===== config.mk =====
export PLATFORM = sky130hd
export DESIGN_NAME = burst_addr_seq
export DESIGN_NICKNAME = d
export VERILOG_FILES = /design/src/rtl/burst_addr_seq.sv
export SDC_FILE = /design/constraint.sdc
export NUM_CORES = 1
export LEC_CHECK = 0
export BUFFER_PORTS_ARGS = -buffer_cell sky130_fd_sc_hd__buf_2
export CAP_MARGIN = 20
export CORE_UTILIZATION = 45
export CTS_CLUSTER_SIZE = 40
export DETAILED_ROUTE_END_ITERATION = 8
export PLACE_DENSITY = 0.77
export SKIP_LAST_GASP = 1
export SLEW_MARGIN = 20
export SYNTH_ARGS = -nofsm -noshare
export SYNTH_HDL_FRONTEND = slang
export SYNTH_SLANG_ARGS = --single-unit

===== constraint.sdc =====
create_clock -name clk -period 1.1 [get_ports clk]
set_clock_uncertainty 0.1 [all_clocks]
set_input_delay 0 -clock clk [delete_from_list [all_inputs] [get_ports clk]]
set_output_delay 0 -clock clk [all_outputs]
set_load 0.1 [all_outputs]

===== src/rtl/burst_addr_seq.sv =====
module burst_addr_seq #(
  parameter int ADDR_W = 17
) (
  input  logic              clk,
  input  logic              rst_n,
  input  logic              start_cpu_n,
  input  logic              start_ctl_n,
  input  logic              step_n,
  input  logic              lin_order,
  input  logic [ADDR_W-1:0] addr_in,
  output logic [ADDR_W-1:0] addr_out
);
  localparam int BEAT_W = 2;
  localparam int UP_W   = ADDR_W - BEAT_W;

  logic [ADDR_W-1:0] base_q;
  logic [BEAT_W-1:0] beat_q;
  logic [BEAT_W-1:0] low;
  logic              start;

  assign start = !start_cpu_n || !start_ctl_n;

  always_ff @(posedge clk or negedge rst_n) begin
    if (!rst_n) begin
      base_q <= '0;
      beat_q <= '0;
    end else if (start) begin
      base_q <= addr_in;
      beat_q <= '0;
    end else if (!step_n) begin
      beat_q <= beat_q + 1'b1;
    end
  end

  assign low      = lin_order ? base_q[BEAT_W-1:0] + beat_q
                              : base_q[BEAT_W-1:0] ^ beat_q;
  assign addr_out = {base_q[ADDR_W-1:BEAT_W], low};


  always_comb if (!rst_n) reset_zero_chk: assert (addr_out == '0);


  start_load_chk: assert property (@(posedge clk) disable iff (!rst_n)
    start |=> addr_out == $past(addr_in));


  lin_step_chk: assert property (@(posedge clk) disable iff (!rst_n)
    (!start && !step_n && lin_order) |=>
      (!lin_order || addr_out[BEAT_W-1:0] == $past(addr_out[BEAT_W-1:0]) + 2'd1));


  hold_chk: assert property (@(posedge clk) disable iff (!rst_n)
    (!start && step_n) |=> ($stable(base_q) && $stable(beat_q)));


  upper_keep_chk: assert property (@(posedge clk) disable iff (!rst_n)
    !start |=> addr_out[ADDR_W-1:BEAT_W] == $past(addr_out[ADDR_W-1:BEAT_W]));


  ilv_step_chk: assert property (@(posedge clk) disable iff (!rst_n)
    (!start && !step_n && !lin_order) |=>
      (lin_order || $countones(addr_out[BEAT_W-1:0] ^ $past(addr_out[BEAT_W-1:0])) != 0));

  logic [UP_W-1:0] unused_up;
  assign unused_up = base_q[ADDR_W-1:BEAT_W];
endmodule


Word level (Yosys, flattened, before mapping)
Index checks and enable logic that the tools add are counted.
Widths: inputs -> output; s select.
{"block": "classes", "addsub": 2, "n_eq_ne": 1, "mux": 3, "n_bitwise": 1, "reduce_logical": 3}
{"op": "$mux 2", "count": 3}
{"op": "$add 2x1->2 const B", "count": 1}
{"op": "$add 2x2->2", "count": 1}
{"op": "$logic_not 1->1", "count": 2}
{"op": "$ne 2x1->1 const B", "count": 1}
{"op": "$xor 2x2->2", "count": 1}
{"op": "$logic_or 1x1->1", "count": 1}
{"block": "word_totals", "register_bits": 19, "out_inout_bits": 17}

Logic depth before layout (Yosys ltp)
Gate-level depths: netlist of run 1.
{"block": "logic_depth", "depth_word": 3, "ltp_mapped": 3, "ltp_nobuf": 3}

Worst setup path before layout of run 1
Ideal clock, no wire load.
{"block": "synth_timing", "path_kind": "reg-to-output", "from": "reg beat_q[1]", "to": "out addr_out[1]", "arrival_ns": 2.128, "required_ns": 1.000, "path_slack_ns": -1.128, "path_stages_with_launch": 3, "path_buffers": 0, "cell_sequence": "dfrtp_1 > xor2_1 > xnor2_1"}
{"block": "synth_between", "elab_chain_cells": 2, "word_cells_on_any_way": 3}
{"item": "start, declared", "line": "17", "text": "logic [BEAT_W-1:0] beat_q;"}
{"item": "start signal, assigned", "line": "31", "text": "beat_q <= beat_q + 1'b1;"}
{"item": "$add 2x2->2 / $xor 2x2->2 (equally long branches)", "line": "35, 36"}
{"item": "$mux 2 *", "line": "35", "text": "assign low = lin_order ? base_q[BEAT_W-1:0] + beat_q"}
{"item": "end, declared", "line": "11", "text": "output logic [ADDR_W-1:0] addr_out"}
Every way passes the cells marked *; elsewhere a longest branch is shown, timed or not.

Worst setup path in the final report of run 1
{"block": "layout_timing", "from": "reg base_q[1]", "to": "out addr_out[1]"}
{"block": "layout_between", "elab_chain_cells": 2, "word_cells_on_any_way": 3}
{"item": "start, declared", "line": "16", "text": "logic [ADDR_W-1:0] base_q;"}
{"item": "start signal, assigned", "line": "28", "text": "base_q <= addr_in;"}
{"item": "$add 2x2->2 / $xor 2x2->2 (equally long branches)", "line": "35, 36"}
{"item": "$mux 2 *", "line": "35"}
Marks and branches as above.

==> results of run 1 <==
registers in the layout, summed over array words and instances (netlist names):
name and count:
base_q 17, beat_q 2
per-stage QoR:
step / TNS [ps] / cell area [µm²] / utilization [%]
after floorplan: -183 / 936 / -
after global placement: 0 / 1280 / 71.2
after detailed placement: -28.5 / 1280 / 71.2
after CTS: -537 / 1520 / 84.4
after global routing: -623 / 1530 / 84.9
final: -537 / 1530 / 84.9
final cells by class:
class                   instances  area (µm²)  area share [%]
flip-flops and latches         19         475            31.1
repair buffers                 60         656            42.8
well taps                      25        31.3            2.04
clock inverters                 1        5.00           0.327
multi-input cells              27         340            22.2
clock buffers                   3        22.5            1.47
placed cells by master, fill, tap and decap left out:
cell type      synthesis  final
nand2_4                1      1
xnor2_1                2      1
buf_12                 0     17
mux2_2                 9      9
ha_4                   0      1
nor2b_1                2      1
clkinv_2               0      1
buf_2                  0     22
dlygate4sd3_1          0     19
xor2_2                 0      1
nand2_2                0      1
clkbuf_4               0      3
buf_4                 15      2
mux2_4                 8      8
nor2_1                 1      1
dfrtp_1               19     19
xnor2_4                0      1
nor2b_2                0      1
nor3_1                 1      1
layer usage:
layer / routed length (µm) / part of all wire, % / track usage, %
met5: 0 / 0 / 0
met4: 17 / 0.81 / 8.57
met3: 75 / 3.6 / 4.23
met2: 1260 / 60 / 43.6
met1: 739 / 35 / 23.4
cells in the mapped netlist:
library cell and instances:
nor2b_1 2, dfrtp_1 19, nor2_1 1, mux2_2 9
buf_4 15, xor2_1 1, clkbuf_1 1, buf_8 1
ha_1 1, mux2_4 8, xnor2_1 2, nand2_1 1
nand2_4 1, nor3_1 1
timing repair:
action,CTS,global route
hold buffers,19,0
gates cloned,0,0
gates resized for setup,2,1
setup buffers,1,1
hold endpoints to repair,38,0
endpoints found under the setup margin,2,3
pin swaps,2,2
kinds of logic after synthesis:
kind of cell  Yosys count  share of synthesized area, %
flops                  19                          52.6
buf+inv                17                          14.5
mux                    17                          24.5
simple gates            6                          4.01
xor+xnor                3                          2.91
fa+ha+maj               1                          1.38
power groups by stage:
stage | Combinational, µW | Clock [µW] | Sequential (µW)
2_1_floorplan | 621 | 0 | 790
3_3_place_gp | 837 | 0 | 821
3_5_place_dp | 845 | 0 | 827
4_1_cts | 901 | 352 | 816
5_1_grt | 939 | 380 | 824
6_report | 911 | 347 | 817
worst paths after layout:
path	slack [ps]	end	from	depth (start not counted)
setup / recovery	-340	addr_out[1]	base_q[1]	3
hold / removal	60	base_q[13]	rst_n	2
setup reg to reg	50	beat_q[1]	beat_q[0]	3
hold reg to reg	490	base_q[16]	base_q[16]	1
max in group asynchronous	540	base_q[7]	rst_n	2
min in group clk	80	beat_q[1]	start_cpu_n	3
==> flow_summary.ini, run 1 <==
[cts]
clk_pin_slew_ps = 120
cts_tree = built
cts_root_buf = clkbuf_4
clk_path_buf_depth = 2
cts_sinks = 19
cts_buffers = 3
worstSkewPairLatency_ps = 290
htreeDepth = 1

[timing]
max_freq_mhz = 693
period_share_pct = 131
worst_slew_pin_slew_ps = 414
finalCriticalPeriod_ps = 1440
rsz0062_at_grt = true
worst_slack_ps = -342
slew_viol_final = 0
relSlewSlack_pct = 72.4
hold_slack_ps = 58.0
setup_viol = 2
hold_viol_final = 0

[critical_path]
path_buf_inv = 1
critPathTopFamily = XOR/XNOR gates
cp_slowest_cell = dfrtp_1
crit_path_start_kind = register
cp.arrival_ps = 1340
crit_required_ps = 1000
max_stage_delay_ps = 430
crit_chain = xor2_2, xnor2_4, buf_12
crit_path_end_kind = primary output
crit_path_max_fanout = 2
worst-setup-path-type = register to primary output

[pwr]
switchingPower_uw = 810
power_uw = 2080
clkPwrFrac_pct = 16.7
power.share.sequential_pct = 39.4
power_frac_comb_pct = 43.9
internal-power_uw = 1270
powerDensity_mw_per_mm2 = 1360
swShare_pct = 39.0
vdd_drop_max_uv = 1220
power_leakage_uw = 0.000729

[place]
place.gp.congestion = 0.575
post-place-cells = 110
post-place-ws_ps = -28.5
io_buffer_count = 39

[global_routing]
grt_max_degree = 20
grt_pass1_wl_um = 3190
antenna_found_initial = 0
gr-total-overflow = 0
grt_pass1_vias = 690
globalRouteTotalUtil_pct = 22.4

[status]
status = finished with violations
violations = setup timing

[final_layout]
layout-drive-gt1-share_pct = 61.8
fin_nets = 135
final_cells = 135
fill_cells = 94
diodes = 0
syn2layout_area_growth_pct = 69.4

[synthesis]
synth_cells = 63
synth_nets = 87
synth_top_area_share_pct = 52.6
yosysWarnings = 0
synth_area_leaders = dfrtp_1 53%, mux2_4 13%, buf_4 12%
synth_area_per_cell_um2 = 14.3
syn_area_um2 = 903
synth_seq_cells = 19
ys_types = 14
yosysTopAreaCell = dfrtp_1
yosysSeqAreaShare_pct = 52.6

[floorplan]
start_util_pct = 50.1
die_area_mm2 = 0.00219
fp.coreArea_mm2 = 0.00180
row_count = 15
ioPinCount = 40
die_w_um = 46.8
die_height_um = 46.8

[drt]
remaining_drc_errors = 0
routed_wl_um = 2090
dr.pass1.iters = 3
routedWlPerCell_um = 15.5
vias_per_cell = 4.60
via_count = 621
detail-route-antenna-nets = 0
drt_iter0_drc = 9

[hold_path]
hold_class = primary input to async pin

[job]
cap_violations = 0
Power figures use the tool's default switching activity.
==> inputs of run 2 (changes only) <==
Settings changed: CTS_BUF_LIST from default to sky130_fd_sc_hd__clkbuf_16.
==> run 2 against run 1 <==
Critical endpoint unchanged. Largest power group unchanged. Sequential share of layout area fell by 0.84 points. Routed wire length down 1.2%. Critical path type unchanged. Via count stayed put. Cell count down 0.74%. First-iteration DRC count decreased by 56%. Clock power up 110%. Sequential power about the same. The flow still finishes with violations (setup timing). Utilization rose by 2.4 points. Global-route usage decreased by 0.37 points.
==> flow_summary.ini, run 2 (synthesis gave the netlist of run 1 again) <==
[status]
status = finished with violations
violations = setup timing

[floorplan]
start_util_pct = 50.1
fp.coreArea_mm2 = 0.00180
die_height_um = 46.8
ioPinCount = 40
die_area_mm2 = 0.00219
die_w_um = 46.8
row_count = 15

[timing]
hold_viol_final = 0
slew_viol_final = 0
worst_slack_ps = -288
worst_slew_pin_slew_ps = 418
period_share_pct = 126
max_freq_mhz = 721
setup_viol = 2
rsz0062_at_grt = true
finalCriticalPeriod_ps = 1390
hold_slack_ps = 128
relSlewSlack_pct = 72.1

[drt]
route.met3.wl_um = 78
drt_iter0_drc = 4
routedWlPerCell_um = 15.4
met1_length_um = 822
met2_wirelength_um = 1150
routed.top_layer = met4
detail-route-antenna-nets = 0
via_count = 621
vias_per_cell = 4.63
dr.pass1.iters = 4
routed_wl_um = 2060
remaining_drc_errors = 0

[pwr]
powerDensity_mw_per_mm2 = 1570
clkPwrFrac_pct = 30.1
power.share.sequential_pct = 33.2
power_frac_comb_pct = 36.7
power_leakage_uw = 0.000748
internal-power_uw = 1620
swShare_pct = 34.6
switchingPower_uw = 854
vdd_drop_max_uv = 1290

[final_layout]
diodes = 0
top_register = base_q
layout-drive-gt1-share_pct = 60.6
layout.cells.most_common_list = 22 x buf_2, 19 x dfrtp_1, 19 x dlygate4sd3_1
reg_top3 = base_q (17), beat_q (2)
final_cells = 134
final_util_pct = 87.3
fin_nets = 134
largest_reg_flops = 17
design_area_mm2 = 0.00157
syn2layout_area_growth_pct = 74.1
layout_commonest_cell = buf_2

[global_routing]
gr-total-overflow = 0
grt_pass1_vias = 659
globalRouteTotalUtil_pct = 22.0
antenna_found_initial = 0
grt_pass1_wl_um = 3170
grt_max_degree = 20

[cts]
cts_sinks = 19
cts_root_buf = clkbuf_16
cts_buffers = 3
htreeDepth = 1
cts_tree = built
clk_pin_slew_ps = 60
worstSkewPairLatency_ps = 250
clk_path_buf_depth = 2

[place]
dpl_cell_area_mm2 = 0.00128
post-place-cells = 110
io_buffer_count = 39
place.gp.congestion = 0.575

[job]
cap_violations = 0

[critical_path]
crit_path_end_kind = primary output
crit_path_max_fanout = 2
cp.arrival_ps = 1290
crit_required_ps = 1000
crit_path_start_kind = register
worst-setup-path-type = register to primary output

[hold_path]
hold_class = primary input to async pin
-- run 2: cell types whose count changed in the layout (fill, tap and decap cells not counted), sizes merged --
| cell | change |
|---|---|
| buf | -1 |
-- run 2: power groups by stage --
stage	Sequential, µW	Clock [µW]	Combinational, µW
floorplan	790	0	621
global placement	821	0	837
detailed placement	827	0	845
CTS	816	750	898
global route	825	769	934
finish	820	744	906
-- run 2: path summary, 6_finish.rpt --
kind | startpoint | slack, ps | cells after the start | end
max in group asynchronous | rst_n | 480 | 2 | base_q[6]
min in group clk | start_cpu_n | 160 | 3 | beat_q[1]
hold reg to reg | base_q[15] | 480 | 1 | base_q[15]
setup reg to reg | beat_q[0] | 20 | 3 | beat_q[1]
hold / removal | rst_n | 130 | 2 | base_q[13]
setup / recovery | beat_q[1] | -290 | 3 | addr_out[1]
-- run 2: worst max-delay path, cell delays in order (launching register included) --
cell and delay (ps):
dfrtp_1 410, xor2_2 280, xnor2_4 160, buf_12 190
-- run 2: per-layer routing --
| layer | vias up | GRT usage, % |
|---|---|---|
| met4 | 0 | 6.86 |
| met3 | 2 | 4.62 |
| met2 | 19 | 39.7 |
| met5 | - | 0 |
| met1 | 316 | 26.3 |
| li1 | 284 | - |
-- run 2: through the flow --
stage / setup TNS [ps] / setup WS [ps] / power (µW)
2_1_floorplan: -183 / -183 / 1410
3_3_place_gp: 0 / 9.33 / 1660
3_5_place_dp: -28.5 / -28.5 / 1670
4_1_cts: -439 / -279 / 2460
5_1_grt: -509 / -315 / 2530
6_report: -427 / -288 / 2470
-- run 2: final cells by class --
class | count | area, µm²
Multi-Input combinational cell | 27 | 338
Clock inverter | 1 | 5.00
Fill cell | 91 | 229
Clock buffer | 3 | 75.1
Sequential cell | 19 | 475
Tap cell | 25 | 31.3
Timing Repair Buffer | 59 | 648
-- run 2: timing repair --
item | CTS | global route
buffers inserted | 0 | 1
endpoints found under the setup margin | 2 | 2
hold buffers | 19 | 0
pin swaps | 1 | 2
gates resized for setup | 0 | 1
hold endpoints to repair | 37 | 0
==> inputs of run 3 (changes only) <==
Settings changed: ABC_CLOCK_PERIOD_IN_PS from default to 1100, SETUP_SLACK_MARGIN from default to 0.02, SKIP_CTS_REPAIR_TIMING from default to 1.
==> run 3 against run 2 <==
The run still ends with setup timing left. Cell count fell by 0.75%. Sequential share of layout area fell by 0.14 points. Routed wire length fell by 1.7%. Non-clock buffer count fell by 1. Register-to-register slack improved by 50 ps. Utilization rose by 0.42 points. Clock power rose by 0.8%. First-iteration DRC count fell by 75%. Via count fell by 1.3%. Total power rose by 0.23%.
==> flow_summary.ini, run 3 (synthesis gave the netlist of run 1 again) <==
[status]
status = finished with violations
violations = setup timing

[timing]
setup_viol = 2
fin_tns_setup_ps = -419
rsz0062_at_grt = true
period_share_pct = 126
relSlewSlack_pct = 71.6
finalCriticalPeriod_ps = 1390
max_freq_mhz = 722
worst_slew_pin_slew_ps = 426
worst_slack_ps = -285
slew_viol_final = 0
hold_viol_final = 0

[critical_path]
worst-setup-path-type = register to primary output
cp.arrival_ps = 1290
cp_slowest_cell = dfrtp_1
crit_required_ps = 1000
crit_path_end_kind = primary output
path_buf_inv = 1
critPathTopFamily = XOR/XNOR gates
crit_path_max_fanout = 2
max_stage_delay_ps = 410
crit_chain = xor2_2, xnor2_4, buf_12
crit_path_start_kind = register

[drt]
routed_wl_um = 2030
remaining_drc_errors = 0
via_count = 613
dr.pass1.iters = 4
vias_per_cell = 4.61
routedWlPerCell_um = 15.2
detail-route-antenna-nets = 0
drt_iter0_drc = 1

[final_layout]
fin_nets = 133
layout-drive-gt1-share_pct = 63.9
reg_top3 = base_q (17), beat_q (2)
syn2layout_area_growth_pct = 74.9
diodes = 0
layout_commonest_cell = buf_2
layout.cells.most_common_list = 22 x buf_2, 19 x dfrtp_1, 18 x dlygate4sd3_1
largest_reg_flops = 17
top_register = base_q

[floorplan]
row_count = 15
start_util_pct = 50.1
die_height_um = 46.8
die_w_um = 46.8
ioPinCount = 40
fp.coreArea_mm2 = 0.00180
die_area_mm2 = 0.00219

[cts]
cts_root_buf = clkbuf_16
worstSkewPairLatency_ps = 250
clk_path_buf_depth = 2
cts_buffers = 3
htreeDepth = 1
clk_pin_slew_ps = 60
cts_sinks = 19
cts_tree = built

[job]
cap_violations = 0

[global_routing]
globalRouteTotalUtil_pct = 18.3
grt_pass1_vias = 607
gr-total-overflow = 0
grt_max_degree = 20
antenna_found_initial = 0
grt_pass1_wl_um = 2670

[place]
io_buffer_count = 39
post-place-ws_ps = -28.5
place.gp.congestion = 0.575

[pwr]
powerDensity_mw_per_mm2 = 1570
vdd_drop_max_uv = 1280
power_leakage_uw = 0.000746

[hold_path]
hold_class = primary input to register
-- run 3: per-layer routing --
metal,GRT usage [%],up-vias,wire length [µm]
li1,-,282,-
met1,22.2,310,796
met2,29.7,19,1130
met3,3.46,2,90
met4,12.0,0,9
met5,0,-,0
-- run 3: worst paths after layout --
path	from	to	slack, ps	cells past startpoint
worst min-delay path	step_n	beat_q[0]	20	3
max in group asynchronous	rst_n	base_q[0]	470	2
min in group asynchronous	rst_n	base_q[13]	130	2
worst max register to register	beat_q[0]	beat_q[1]	70	3
worst max-delay path	beat_q[1]	addr_out[1]	-290	3
worst min register to register	base_q[15]	base_q[15]	470	1
-- run 3: stage by stage --
step	power, µW	instance area (µm²)	instances	util (%)	hold WS, ps
5_1_grt	2550	1580	133	87.7	22.5
3_5_place_dp	1670	1280	110	71.2	-148
2_1_floorplan	1410	936	63	-	-396
3_3_place_gp	1660	1280	110	71.2	-151
4_1_cts	2410	1360	114	75.6	-403
6_report	2480	1580	133	87.7	16.6
-- run 3: area by class of cell --
cell class	instances	area [µm²]
flip-flops and latches	19	475
clock buffers	3	75.1
well taps	25	31.3
repair buffers	58	638
clock inverters	1	5.00
fillers	91	221
multi-input cells	27	355
-- run 3: tightest hold or removal path: stages --
cell	delay, ps
buf_2	110
nor2b_1	150
nor3_1	60
-- run 3: where the power goes --
part / leakage (µW) / switching [µW] / internal [µW]
Clock: 0.0000409 / 263 / 487
Combinational: 0.000480 / 533 / 374
Sequential: 0.000226 / 63.5 / 755
Total: 0.000746 / 859 / 1620
